File: config.mk
export PLATFORM = sky130hd
export DESIGN_NAME = ctl_regbank
export DESIGN_NICKNAME = d
export VERILOG_FILES = /design/src/rtl/ctl_regbank_pkg.sv /design/src/rtl/ctl_host_port.sv /design/src/rtl/ctl_reg_array.sv /design/src/rtl/ctl_clk_enable.sv /design/src/rtl/ctl_regbank.sv
export SDC_FILE = /design/constraint.sdc
export NUM_CORES = 1
export LEC_CHECK = 0
export ABC_CLOCK_PERIOD_IN_PS = 2300
export BUFFER_PORTS_ARGS = -buffer_cell sky130_fd_sc_hd__buf_2
export CAP_MARGIN = 15
export CORE_MARGIN = 1.5
export CORE_UTILIZATION = 50
export DETAILED_ROUTE_END_ITERATION = 16
export PLACE_DENSITY_LB_ADDON = 0.3
export REMOVE_ABC_BUFFERS = 1
export SYNTH_ARGS = -nofsm -noshare
export SYNTH_HDL_FRONTEND = slang
export SYNTH_SLANG_ARGS = --single-unit
File: constraint.sdc
create_clock -name clk -period 2.3 [get_ports clk]
set_clock_uncertainty 0.15 [all_clocks]
set_input_delay 0 -clock clk [delete_from_list [all_inputs] [get_ports clk]]
set_output_delay 0 -clock clk [all_outputs]
set_load 0.03 [all_outputs]
File: src/rtl/ctl_regbank_pkg.sv
// Package: constants and helpers shared by the banked register file.
// Assumes an 8-bit data path and a 16-entry address space.
package ctl_regbank_pkg;
    localparam int unsigned DW          = 8;
    localparam int unsigned AW          = 4;
    localparam int unsigned NREG        = 1 << AW;
    localparam logic [AW-1:0] BANK_ADDR  = AW'(10);
    localparam int unsigned   BANK_BIT   = 0;
    localparam logic [AW-1:0] SWRST_ADDR = AW'(0);
    localparam int unsigned   SWRST_BIT  = 7;
    localparam logic [AW-1:0] LEGACY_ADDR = AW'(15);
    localparam logic [AW-1:0] CLKDIS_ADDR = AW'(9);
    localparam int unsigned   DIS1536_BIT = 2;
    localparam int unsigned   DISXTAL_BIT = 1;
    // Overlay population: addresses 0..9, 12, 13.
    localparam logic [NREG-1:0] OVL_POP = 16'h33FF;
    localparam logic [NREG-1:0] ALL_POP = '1;

    // Bits of a basic register that hold storage (reserved/self-clearing bits masked off).
    function automatic logic [DW-1:0] basic_store_mask(input logic [AW-1:0] a);
        logic [DW-1:0] m;
        m = '1;
        if (a == SWRST_ADDR)  m[SWRST_BIT]   = 1'b0;
        if (a == LEGACY_ADDR) begin
            m[DIS1536_BIT] = 1'b0;
            m[DISXTAL_BIT] = 1'b0;
        end
        return m;
    endfunction
endpackage

File: src/rtl/ctl_host_port.sv
// Host port decode: turns chip select and read/write into a write strobe
// and a read enable. Assumes both inputs are synchronous to the block clock.
module ctl_host_port (
    input  logic cs_n,
    input  logic rd_wr,
    output logic wr_stb,
    output logic rd_en
);
    // Qualify the access direction with the chip select.
    always_comb begin
        wr_stb = !cs_n && !rd_wr;
        rd_en  = !cs_n &&  rd_wr;
    end
endmodule

File: src/rtl/ctl_reg_array.sv
// Register array: one flop word per populated address, zero elsewhere.
// A synchronous clear has priority over writes. Assumes at most one write per cycle.
module ctl_reg_array #(
    parameter int unsigned AW = 4,
    parameter int unsigned DW = 8,
    parameter logic [(1<<AW)-1:0] POP = '1
) (
    input  logic          clk,
    input  logic          rst_n,
    input  logic          clr,
    input  logic          we,
    input  logic [AW-1:0] waddr,
    input  logic [DW-1:0] wdata,
    output logic [DW-1:0] q [1<<AW]
);
    localparam int unsigned NREG = 1 << AW;

    for (genvar i = 0; i < NREG; i++) begin : g_word
        localparam logic [AW-1:0] IDX = AW'(i);
        if (POP[i]) begin : g_pop
            // Hold one word; reset and clear to zero, load on an addressed write.
            always_ff @(posedge clk) begin
                if (!rst_n || clr)             q[i] <= '0;
                else if (we && waddr == IDX)   q[i] <= wdata;
            end
        end else begin : g_hole
            assign q[i] = '0;
        end
    end
endmodule

File: src/rtl/ctl_clk_enable.sv
// Clock-enable decode: each enable is the inverse of a disable bit in
// the overlay control word. Reset values come from that word clearing to zero.
module ctl_clk_enable #(
    parameter int unsigned DW     = 8,
    parameter int unsigned BIT_HI = 2,
    parameter int unsigned BIT_LO = 1
) (
    input  logic [DW-1:0] dis_word,
    output logic          clk1536_en,
    output logic          xtal_buf_en
);
    logic [DW-1:0] sel_mask;
    logic          unused_rest;

    // Map disable bits onto active-high enables; fold the other bits away.
    always_comb begin
        sel_mask         = '0;
        sel_mask[BIT_HI] = 1'b1;
        sel_mask[BIT_LO] = 1'b1;
        clk1536_en       = !dis_word[BIT_HI];
        xtal_buf_en      = !dis_word[BIT_LO];
        unused_rest      = ^(dis_word & ~sel_mask);
    end
endmodule

File: src/rtl/ctl_regbank.sv
// Top: banked register file behind an 8-bit host port. Routes accesses to the
// basic or overlay array, performs the self-clearing software reset, and
// exposes two clock enables. Assumes inputs are stable around the clock edge.
module ctl_regbank
    import ctl_regbank_pkg::*;
(
    input  logic          clk,
    input  logic          rst_n,
    input  logic          cs_n,
    input  logic          rd_wr,
    input  logic [AW-1:0] addr,
    input  logic [DW-1:0] wdata,
    output logic [DW-1:0] rdata,
    output logic          rdata_oe,
    output logic          clk1536_en,
    output logic          xtal_buf_en
);
    logic          wr_stb, rd_en;
    logic          ovl_sel, to_ovl;
    logic          basic_we, ovl_we;
    logic          sw_pend;
    logic [DW-1:0] basic_wd, rd_word;
    logic [DW-1:0] basic_q [NREG];
    logic [DW-1:0] ovl_q   [NREG];

    ctl_host_port u_port (
        .cs_n   (cs_n),
        .rd_wr  (rd_wr),
        .wr_stb (wr_stb),
        .rd_en  (rd_en)
    );

    // Steer the access to the overlay only where an overlay word exists.
    always_comb begin
        ovl_sel  = basic_q[BANK_ADDR][BANK_BIT];
        to_ovl   = ovl_sel && OVL_POP[addr];
        basic_we = wr_stb && !to_ovl;
        ovl_we   = wr_stb &&  to_ovl;
        basic_wd = wdata & basic_store_mask(addr);
    end

    // Software-reset request: set by the write, cleared one cycle later.
    always_ff @(posedge clk) begin
        if (!rst_n || sw_pend) sw_pend <= 1'b0;
        else                   sw_pend <= basic_we && (addr == SWRST_ADDR) && wdata[SWRST_BIT];
    end

    ctl_reg_array #(.AW(AW), .DW(DW), .POP(ALL_POP)) u_basic (
        .clk   (clk),
        .rst_n (rst_n),
        .clr   (sw_pend),
        .we    (basic_we),
        .waddr (addr),
        .wdata (basic_wd),
        .q     (basic_q)
    );

    ctl_reg_array #(.AW(AW), .DW(DW), .POP(OVL_POP)) u_ovl (
        .clk   (clk),
        .rst_n (rst_n),
        .clr   (sw_pend),
        .we    (ovl_we),
        .waddr (addr),
        .wdata (wdata),
        .q     (ovl_q)
    );

    // Read mux: pick the bank, show the pending reset flag, gate by enable.
    always_comb begin
        rd_word = to_ovl ? ovl_q[addr] : basic_q[addr];
        if (!to_ovl && addr == SWRST_ADDR) rd_word[SWRST_BIT] = sw_pend;
        rdata_oe = rd_en;
        rdata    = rd_en ? rd_word : '0;
    end

    ctl_clk_enable #(.DW(DW), .BIT_HI(DIS1536_BIT), .BIT_LO(DISXTAL_BIT)) u_clk (
        .dis_word    (ovl_q[CLKDIS_ADDR]),
        .clk1536_en  (clk1536_en),
        .xtal_buf_en (xtal_buf_en)
    );
endmodule

Word-level counts from Yosys, hierarchy flattened. Memory sizes are Yosys's and may differ from the RTL's. Index checks and enable logic that the tools add are counted.

Order comparisons: 2. Equality and inequality tests: 15. Muxes and demuxes: 12. Bitwise gates (word level): 2. Reduce and logical (&&, ||, !) cells: 43.

Operator list (number): $bmux W8 S4 (2); $mux W8 (6); $logic_and A1 B1 Y1 (35); $eq A4 B4 Y1 const B (8); $eq A4 B3 Y1 const B (4); $and A8 B8 Y8 (1); $eq A4 B2 Y1 const B (2); $logic_not A1 Y1 (6); $ge A5 B5 Y1 const B (1); $lt A4 B5 Y1 const B (1); $not A4 Y5 (1); $eq A4 B1 Y1 const B (1); $logic_not A4 Y1 (1); $mux W1 (3); $mux W2 (1); $logic_or A1 B1 Y1 (1).

Flip-flop bits (word level): 225. Memory bits (read-only): 16. Input port bits: 16. Word-level logic and storage cells: 104. Memories: 1.

Memories: (no name shown) (depth 16, width 1, read ports 1, clocked after Yosys merged registers in 0, write ports 0, RTL line ctl_regbank.sv:36) `to_ovl = ovl_sel && OVL_POP[addr];`.

Longest topological paths before layout. Gate-level depths: netlist (run 1).

Depth in word-level cells: 7. Gate-level depth with buffers: 8.

Cells and area by module. Synthesis (run 1) repeated with hierarchy kept, for this count alone.

Cells, all modules: 1023. Area total of the unflattened synthesis: 10867.9 sq um.

By module, submodules not included: ctl_reg_array (u_basic) (times used 1, cells an instance 446, area an instance 4748.3 sq um); ctl_reg_array (u_ovl) (times used 1, cells an instance 371, area an instance 3801.1 sq um); ctl_regbank (times used 1, cells an instance 202, area an instance 2298.5 sq um); ctl_host_port (times used 1, cells an instance 2, area an instance 12.5 sq um); ctl_clk_enable (times used 1, cells an instance 2, area an instance 7.5 sq um).

Least setup slack after synthesis (run 1). No wires, ideal clock.

Path kind: reg-to-output. From: reg u_basic.q[40] (netlist bit). To: out rdata[7]. Arrival: 2.150 ns. Data required time: 2.150 ns. Slack: 0.000 ns. Cell stages (with the launch flop): 7. Buffers on the path: 2. Path through: dfxtp_1 > buf_6 > clkbuf_1 > inv_1 > o21ai_0 > a211oi_1 > nor4_1.

Cells in the longest elaborated chain, start to end: 5. Elaborated cells on any way between the ends: 6. Classes of those cells: mux: 3; reduce/logical: 3.

Ends and longest elaborated chain: start, declared (RTL line ctl_reg_array.sv:14) `output logic [DW-1:0] q [1<<AW]`; start signal, assigned by index (RTL line ctl_reg_array.sv:24) `else if (we && waddr == IDX) q[i] <= wdata;`; $logic_and A1 B1 Y1 * (RTL line ctl_regbank.sv:36); $logic_not A1 Y1 (RTL line ctl_regbank.sv:71) `if (!to_ovl && addr == SWRST_ADDR) rd_word[SWRST_BIT] = sw_pend;`; $logic_and A1 B1 Y1 (RTL line ctl_regbank.sv:71); $mux W1 * (RTL line ctl_regbank.sv:71); $mux W8 * (RTL line ctl_regbank.sv:73) `rdata = rd_en ? rd_word : '0;`; end, declared (RTL line ctl_regbank.sv:13) `output logic [DW-1:0] rdata,`.

Mark *: on every way between the ends. The rest lies on a longest branch, timed or not.

Worst setup path after layout (run 1).
From: reg u_basic.q[40] (netlist bit). To: out rdata[2].

Cells in the longest elaborated chain, start to end: 3.

Ends and longest elaborated chain: $logic_and A1 B1 Y1 (RTL line ctl_regbank.sv:36); $mux W8 (RTL line ctl_regbank.sv:70) `rd_word = to_ovl ? ovl_q[addr] : basic_q[addr];`; $mux W8 (RTL line ctl_regbank.sv:73).

Every way passes these cells.

==> flow_summary.ini, run 1 <==
[drt]
wirelength_um = 26100
vias = 7750
highest_layer = met4
wl_met3_um = 1440
drtPass1Iterations = 5
avgRoutedWirePerCell_um = 19.4
via_per_inst = 5.77
drt.antenna.violating_nets = 0
first_iter_violations = 645
dr_wl_met2_um = 12000
met1Wirelength_um = 11800
drc = 0

[final_layout]
area_growth_pct = 15.1
fin_nets = 1079
drive_above_1_share = 0.190
fillers = 1676
mostFrequentLayoutCells = 228 x nor2_1, 223 x dfxtp_1, 195 x mux2i_1
final_common_cell = nor2_1
register_area_sq_um = 4490
multi_input_area_sq_um = 5390
final_util = 0.593
antenna_cells_inserted = 0

[power]
power_density_nw_per_um2 = 694
intPower_mw = 6.18
power_frac_seq = 0.481
p_comb_frac = 0.075
p_sw_frac = 0.239
p_leak_nw = 5.25
p_switching_mw = 1.94
power_mw = 8.12
power.clock.fraction = 0.444
ir_drop_v = 0.000665

[worst_setup_path]
r2r_start = u_basic.q[40]$_SDFFE_PP0P_
rr_worst_depth = 6
cp_data_arrival_time_ns = 2.17
cpMaxStageDelayCell = a31oi_1
critical_path_class = reg -> out
cp_common_cell = a31oi_1
cp.required_ns = 2.15
cp_top_family = compound AO/OA/AOI/OAI gates
r2r_setup_slack_ns = 0.21
path_max_fanout = 5
cp-end-kind = primary output
slowest_delay_ns = 0.45
critPathBufInv = 1
crit_chain = a21bo_4 > a21oi_1 > a31oi_1 > a31oi_1 > nor3_2 > buf_4
reg2reg_to = u_ovl.q[127]$_SDFFE_PP0P_
start_kind = flop

[floorplanning]
die_x_um = 146
ios = 27
die_area_sq_um = 21200
start_util = 0.515
row_count = 51
die_height_um = 146
coreArea_sq_um = 19700

[sta]
worst-slew-pin-transition_ns = 0.690
maxSlewHeadroom = 0.540
grt_setup_unrepaired = no
setup_ws_ns = -0.0199
fmax_mhz = 431
hold_viol_final = 0
finalCritPeriodShare = 1.01
drv_slew = 0
worst_hold_slack_ns = 0.0434
finalSetupViolCount = 1
layout_min_cycle_time_ns = 2.32

[placement]
gp_congestion = 0.863
io_buffer_count = 26
dp_hpwl_um = 16900
dpl_worst_slack_ns = 0.189

[logic_synthesis]
synth_seq_cells = 224
synthCells = 1039
async_flop_share = 0
ys.flop_type = dfxtp_1
synthAdderAreaFrac = 0
syn_avg_cell_area_sq_um = 9.78
synth_top_family_by_area = multiplexers
yosysSeqAreaShare = 0.441
synth_edf_count = 0
synth-compound-area-share = 0.0628
synth_xor_area_frac = 0
synthMuxAreaShare = 0.280
netlist_area_sq_um = 10200
synth.distinct_cells = 49
yosys_warnings = 0
synthSimpleGateAreaFrac = 0.173

[clock_tree]
cts_buffer_depth = 3
cts_root_buffer = clkbuf_16
cts_max_level = 1
numCtsBuffers = 24
tritoncts = yes
clk_pin_slew_worst_paths_ns = 0.06
cts_setup_buffers = 0
cts.sinks = 224
clk-insertion-delay-late_ns = 0.53

[grt]
grt_pass1_wl_um = 41500
globalRoute.totalOverflow = 0
grtUsageTotal = 0.245
antenna_found_initial = 0
grt_start_max_net_pins = 56
first_global_vias = 7532

[worst_hold_path]
hold_class = in -> reg
holdPathEnd = u_basic.q[110]$_SDFFE_PP0P_
whs_path_depth = 5
worstHoldStart = rd_wr

[outcome]
status = complete, but fails checks
violations = setup timing

[flow_run]
drv_cap = 0
-- layer usage --
layer | global-route usage | vias up
li1 | - | 3687
met1 | 0.338 | 3785
met2 | 0.395 | 224
met3 | 0.0342 | 54
met4 | 0.0837 | 0
met5 | 0 | -
-- flip-flops by register name, indices dropped and copies added, names as in the netlist --
signal,count
u_basic.q,127
u_ovl.q,96
sw_pend,1
-- area by class of cell --
class | instances | share of cell area
clock buffer | 35 | 0.0558
clock inverter | 6 | 0.00599
inverter | 6 | 0.00193
multi-input combinational | 719 | 0.461
sequential | 224 | 0.384
tap | 265 | 0.0284
timing repair buffer | 88 | 0.0638
-- worst max path at each step --
| stage | cells after the start | slack (ns) | start | to |
|---|---|---|---|---|
| floorplan | 2 | -2.45 | sw_pend$_SDFF_PP0_ | u_basic.q[0]$_SDFFE_PP0P_ |
| global placement | 7 | 0.19 | addr[1] | rdata[7] |
| detailed placement | 6 | 0.19 | addr[2] | u_basic.q[123]$_SDFFE_PP0P_ |
| CTS | 6 | -0.003 | u_basic.q[40]$_SDFFE_PP0P_ | rdata[2] |
| global route | 6 | 0.002 | u_basic.q[40]$_SDFFE_PP0P_ | rdata[1] |
| finish | 6 | -0.02 | u_basic.q[40]$_SDFFE_PP0P_ | rdata[2] |
-- cell usage after synthesis (all sizes together), types with 7 or more instances --
| library cell | instances | area (sq um) |
|---|---|---|
| nor3 | 13 | 87.6 |
| dfxtp | 224 | 4480 |
| clkbuf | 52 | 196 |
| mux2 | 7 | 78.8 |
| nor2 | 233 | 897 |
| mux2i | 195 | 1950 |
| a21oi | 57 | 285 |
| o22ai | 12 | 75.1 |
| a31oi | 16 | 100 |
| nand2 | 39 | 146 |
| buf | 38 | 225 |
| a22oi | 10 | 75.1 |
| mux4 | 36 | 811 |
| nand3 | 47 | 285 |
-- worst reg2reg max path: cells and delay by family, from the launching register on --
family,cells,cell delay [ns]
AO/OA/AOI/OAI,1,0.27
buffers and inverters,1,0.19
flip-flops,1,0.38
multiplexers,1,0.29
AND/OR/NAND/NOR,3,0.69
-- kinds of logic (layout without fill, tap and decap cells) --
logic type	Yosys count	count (layout)
and+or+nand+nor	372	372
muxes	238	238
buffers and inverters	96	135
AOI/OAI and AO/OA	109	109
DFF	224	224
-- through the flow --
stage	area [sq um]	instances	TNS (ns)
2_1_floorplan	9740	949	-544.54
3_3_place_gp	10700	1293	0
4_1_cts	11700	1343	-0.00330
6_report	11700	1343	-0.0199
3_5_place_dp	10700	1293	0
5_1_grt	11700	1343	0
-- power by group through the flow --
stage	sequential (mW)	clock, mW	combinational (mW)
3_3_place_gp	3.99	0	0.564
5_1_grt	3.90	3.80	0.645
4_1_cts	3.90	3.66	0.602
6_report	3.90	3.60	0.609
3_5_place_dp	3.99	0	0.566
2_1_floorplan	3.99	0	0.245
-- repair_timing --
item | CTS | global route
hold buffers | 9 | 0
resized for setup | 30 | 8
endpoints found under the hold margin | 196 | 0
pin swaps | 2 | 2
setup endpoints to repair | 8 | 8
Power figures use the tool's default switching activity.
==> run 2: changes to the inputs <==
--- a/config.mk
+++ b/config.mk
@@ -11,6 +11,7 @@
 export CORE_MARGIN = 1.5
 export CORE_UTILIZATION = 50
 export DETAILED_ROUTE_END_ITERATION = 16
+export GPL_TIMING_DRIVEN = 0
 export PLACE_DENSITY_LB_ADDON = 0.3
 export REMOVE_ABC_BUFFERS = 1
 export SYNTH_ARGS = -nofsm -noshare
==> run 2 against run 1 <==
  * Final area decreased by 2.1%
  * Sequential share of layout area grew 0.86 points
  * Cell count down 2.7%
  * The run now ends clean
  * Non-clock buffer count down 38
==> flow_summary.ini, run 2 (same netlist as run 1, synthesis figures left out) <==
[outcome]
status = completed

[clock_tree]
cts.sinks = 224
cts_buffer_depth = 3
cts_root_buffer = clkbuf_16
numCtsBuffers = 24
clk_pin_slew_worst_paths_ns = 0.06
cts_max_level = 1
tritoncts = yes
clk-insertion-delay-late_ns = 0.53

[floorplanning]
ios = 27
die_area_sq_um = 21200
coreArea_sq_um = 19700
die_x_um = 146
start_util = 0.515
row_count = 51
die_height_um = 146

[drt]
via_per_inst = 5.80
drc = 0
first_iter_violations = 654
wirelength_um = 25500
avgRoutedWirePerCell_um = 19.5
drt.antenna.violating_nets = 0
drtPass1Iterations = 5
vias = 7578

[worst_setup_path]
start_kind = flop
critical_path_class = reg -> out
crit_chain = buf_4 > inv_1 > o21ai_0 > a211oi_1 > nor4_2 > buf_2
slowest_delay_ns = 0.45
cpMaxStageDelayCell = nor4_2
path_max_fanout = 8
cp.required_ns = 2.15
r2r_setup_slack_ns = 0.10
cp-end-kind = primary output
cp_data_arrival_time_ns = 2.14

[sta]
worst-slew-pin-transition_ns = 0.997
drv_slew = 0
worst_hold_slack_ns = 0.0559
maxSlewHeadroom = 0.331
fmax_mhz = 437
grt_setup_unrepaired = yes
hold_viol_final = 0
layout_min_cycle_time_ns = 2.29
finalSetupViolCount = 0
finalCritPeriodShare = 0.994

[grt]
antenna_found_initial = 0
grtUsageTotal = 0.238
globalRoute.totalOverflow = 0
grt_start_max_net_pins = 90
grt_pass1_wl_um = 40400
first_global_vias = 7309

[placement]
dp.cells = 1245
dp_hpwl_um = 15100
io_buffer_count = 26
gp_congestion = 0.801

[final_layout]
area_growth_pct = 12.6
fin_nets = 1042
instances_no_fill = 1307
largest_reg_flops = 127
antenna_cells_inserted = 0
drive_above_1_share = 0.170
reg_top3 = u_basic.q x127, u_ovl.q x96, sw_pend x1
mostFrequentLayoutCells = 228 x nor2_1, 223 x dfxtp_1, 195 x mux2i_1
top_register = u_basic.q
final_common_cell = nor2_1
final_util = 0.580

[worst_hold_path]
hold_class = in -> reg

[power]
ir_drop_v = 0.000633
power_density_nw_per_um2 = 714
power_mw = 8.17
p_leak_nw = 5.09

[flow_run]
drv_cap = 0
-- run 2: routing by layer --
metal,global-route usage,part of all wire,vias up
met4,0.0796,0.029,0
met3,0.0310,0.054,48
met2,0.382,0.48,230
met1,0.331,0.44,3689
li1,-,-,3611
met5,0,0,-
-- run 2: critical path, delay by kind of cell (launching register included) --
family | cells | cell delay (ns)
AOI/OAI and AO/OA | 2 | 0.26
buffers and inverters | 3 | 0.50
DFF | 1 | 0.39
and+or+nand+nor | 1 | 0.45
-- run 2: stage by stage --
| step | setup TNS, ns | cell area, sq um | worst slack [ns] |
|---|---|---|---|
| finish | 0 | 11400 | 0.0142 |
| global route | -0.0386 | 11400 | -0.0135 |
| CTS | 0 | 11300 | 0.000883 |
| detailed placement | -144.94 | 10300 | -1.45 |
| global placement | -1101.05 | 10200 | -4.93 |
| floorplan | -544.54 | 9740 | -2.45 |
-- run 2: worst paths after layout --
kind                              startpoint                          to  depth (start not counted)
setup reg to reg  u_basic.q[40]$_SDFFE_PP0P_    u_ovl.q[26]$_SDFFE_PP0P_                          6
hold / removal                          cs_n  u_basic.q[77]$_SDFFE_PP0P_                          5
hold reg to reg     u_ovl.q[88]$_SDFFE_PP0P_    u_ovl.q[88]$_SDFFE_PP0P_                          2
setup / recovery  u_basic.q[40]$_SDFFE_PP0P_                    rdata[7]                          6
-- run 2: layout make-up --
type / count / area (sq um)
inverter: 6 / 22.5
timing repair buffer: 50 / 434
multi-input combinational: 720 / 5420
clock inverter: 8 / 82.6
clock buffer: 34 / 668
tap: 265 / 332
sequential: 224 / 4490
fill: 1692 / 8270
-- run 2: power by group --
| group | internal, mW | total (mW) | switching (mW) |
|---|---|---|---|
| registers | 3.89 | 3.90 | 0.00779 |
| logic | 0.171 | 0.566 | 0.395 |
| clock network | 2.14 | 3.70 | 1.57 |
| total | 6.20 | 8.17 | 1.97 |
-- run 2: what timing repair did --
item	CTS	global route
gates cloned	1	0
pin swaps	2	4
setup endpoints to repair	177	16
hold buffers	8	0
resized for setup	27	17
setup buffers	9	1
endpoints found under the hold margin	183	0
==> run 3: changes to the inputs <==
--- a/config.mk
+++ b/config.mk
@@ -5,7 +5,7 @@
 export SDC_FILE = /design/constraint.sdc
 export NUM_CORES = 1
 export LEC_CHECK = 0
-export ABC_CLOCK_PERIOD_IN_PS = 2300
+export ABC_CLOCK_PERIOD_IN_PS = 2350
 export BUFFER_PORTS_ARGS = -buffer_cell sky130_fd_sc_hd__buf_2
 export CAP_MARGIN = 15
 export CORE_MARGIN = 1.5
==> constraint.sdc (replaced) <==
create_clock -name clk -period 2.35 [get_ports clk]
set_clock_uncertainty 0.15 [all_clocks]
set_input_delay 0 -clock clk [delete_from_list [all_inputs] [get_ports clk]]
set_output_delay 0 -clock clk [all_outputs]
set_load 0.03 [all_outputs]
==> run 3 against run 2 <==
  * The run now ends with setup timing left
  * Critical path type unchanged
  * Global-route usage barely moved
  * Setup slack got worse by 0.092 ns
  * Die area is the same
  * Critical endpoint unchanged
  * Flip-flop and latch count is the same
==> flow_summary.ini, run 3 (same netlist as run 1, synthesis figures left out) <==
[grt]
antenna_found_initial = 0
globalRoute.totalOverflow = 0
grtUsageTotal = 0.238
grt_start_max_net_pins = 90
first_global_vias = 7295
grt_pass1_wl_um = 40300

[clock_tree]
numCtsBuffers = 24
clk-insertion-delay-late_ns = 0.53
tritoncts = yes
cts_max_level = 1
clk_pin_slew_worst_paths_ns = 0.06
cts.sinks = 224
cts_root_buffer = clkbuf_16
cts_buffer_depth = 3

[worst_setup_path]
critical_path_class = reg -> out
cp_data_arrival_time_ns = 2.28
cp.required_ns = 2.20
start_kind = flop
r2r_setup_slack_ns = 0.09
cp-end-kind = primary output
path_max_fanout = 2

[placement]
dp_hpwl_um = 15100
gp_congestion = 0.801
io_buffer_count = 26
dp.cells = 1245

[final_layout]
drive_above_1_share = 0.161
final_common_cell = nor2_1
area_growth_pct = 12.0
top_register = u_basic.q
mostFrequentLayoutCells = 228 x nor2_1, 223 x dfxtp_1, 195 x mux2i_1
fillers = 1696
largest_reg_flops = 127
reg_top3 = u_basic.q x127, u_ovl.q x96, sw_pend x1
antenna_cells_inserted = 0
fin_nets = 1041
instances_no_fill = 1306

[drt]
drtPass1Iterations = 5
via_per_inst = 5.80
highest_layer = met4
met1Wirelength_um = 11300
vias = 7569
avgRoutedWirePerCell_um = 19.5
drc = 0
dr_wl_met2_um = 12200
first_iter_violations = 643
wirelength_um = 25500
drt.antenna.violating_nets = 0
wl_met3_um = 1220

[power]
power_density_nw_per_um2 = 702
p_leak_nw = 5.08
ir_drop_v = 0.000619

[floorplanning]
row_count = 51
die_height_um = 146
die_x_um = 146
start_util = 0.515
ios = 27
coreArea_sq_um = 19700
die_area_sq_um = 21200

[worst_hold_path]
hold_class = in -> reg

[sta]
finalCritPeriodShare = 1.03
maxSlewHeadroom = 0.321
layout_min_cycle_time_ns = 2.43
hold_viol_final = 0
setup_ws_ns = -0.0780
grt_setup_unrepaired = yes
fmax_mhz = 412
setup_tns_ns = -0.0780
worst-slew-pin-transition_ns = 1.01
finalSetupViolCount = 1
drv_slew = 0

[outcome]
status = complete, but fails checks
violations = setup timing

[flow_run]
drv_cap = 0
==> run 3: cell type report <==
type                            instances  area, sq um  area share
Clock inverter                          8         82.6     0.00725
Tap cell                              265          332      0.0291
Clock buffer                           34          668      0.0587
Multi-Input combinational cell        720         5370       0.471
Timing Repair Buffer                   49          424      0.0373
Sequential cell                       224         4490       0.394
Inverter                                6         22.5     0.00198
==> run 3: layer usage <==
layer	global-route usage	vias to the layer above
met2	0.382	210
li1	-	3609
met4	0.0770	0
met5	0	-
met1	0.332	3703
met3	0.0304	47
==> run 3: per-stage QoR <==
step                total power, mW  setup WS (ns)  utilization  hold WS [ns]  area [sq um]
floorplan                      4.14          -2.40            -      -0.00606          9740
global placement               4.38          -4.88        0.517         0.231         10200
detailed placement             4.41          -1.40        0.523         0.242         10300
CTS                            8.03        -0.0143        0.574        0.0526         11300
global route                   8.22         -0.137        0.577        0.0920         11400
finish                         7.99        -0.0780        0.577        0.0535         11400
==> run 3: report_power, final <==
group / internal [mW] / switching, mW / total [mW]
Combinational: 0.164 / 0.383 / 0.547
Sequential: 3.81 / 0.00764 / 3.82
Clock: 2.09 / 1.54 / 3.63
Total: 6.07 / 1.93 / 7.99
==> run 3: worst paths after layout <==
kind                            depth (start not counted)                         end                         from
worst max-delay path                                    5                    rdata[7]  u_basic.q[119]$_SDFFE_PP0P_
worst min-delay path                                    5  u_basic.q[74]$_SDFFE_PP0P_                         cs_n
worst min register to register                          2    u_ovl.q[91]$_SDFFE_PP0P_     u_ovl.q[91]$_SDFFE_PP0P_
worst max register to register                          5  u_basic.q[67]$_SDFFE_PP0P_   u_basic.q[40]$_SDFFE_PP0P_
==> run 3: timing repair <==
| item | in CTS | in global routing |
|---|---|---|
| resized for setup | 23 | 11 |
| endpoints found under the hold margin | 183 | 0 |
| cloned | 1 | 0 |
| hold buffers | 8 | 0 |
| setup buffers | 9 | 0 |
| pin swaps | 0 | 2 |
| endpoints found under the setup margin | 169 | 8 |
==> run 3: worst max-delay path: stages, from the launching register on <==
cell       delay, ns
dfxtp_1         0.33
mux2i_1         0.10
a211oi_1        0.32
a2111oi_1       0.11
nor4_1          0.57
buf_2           0.31
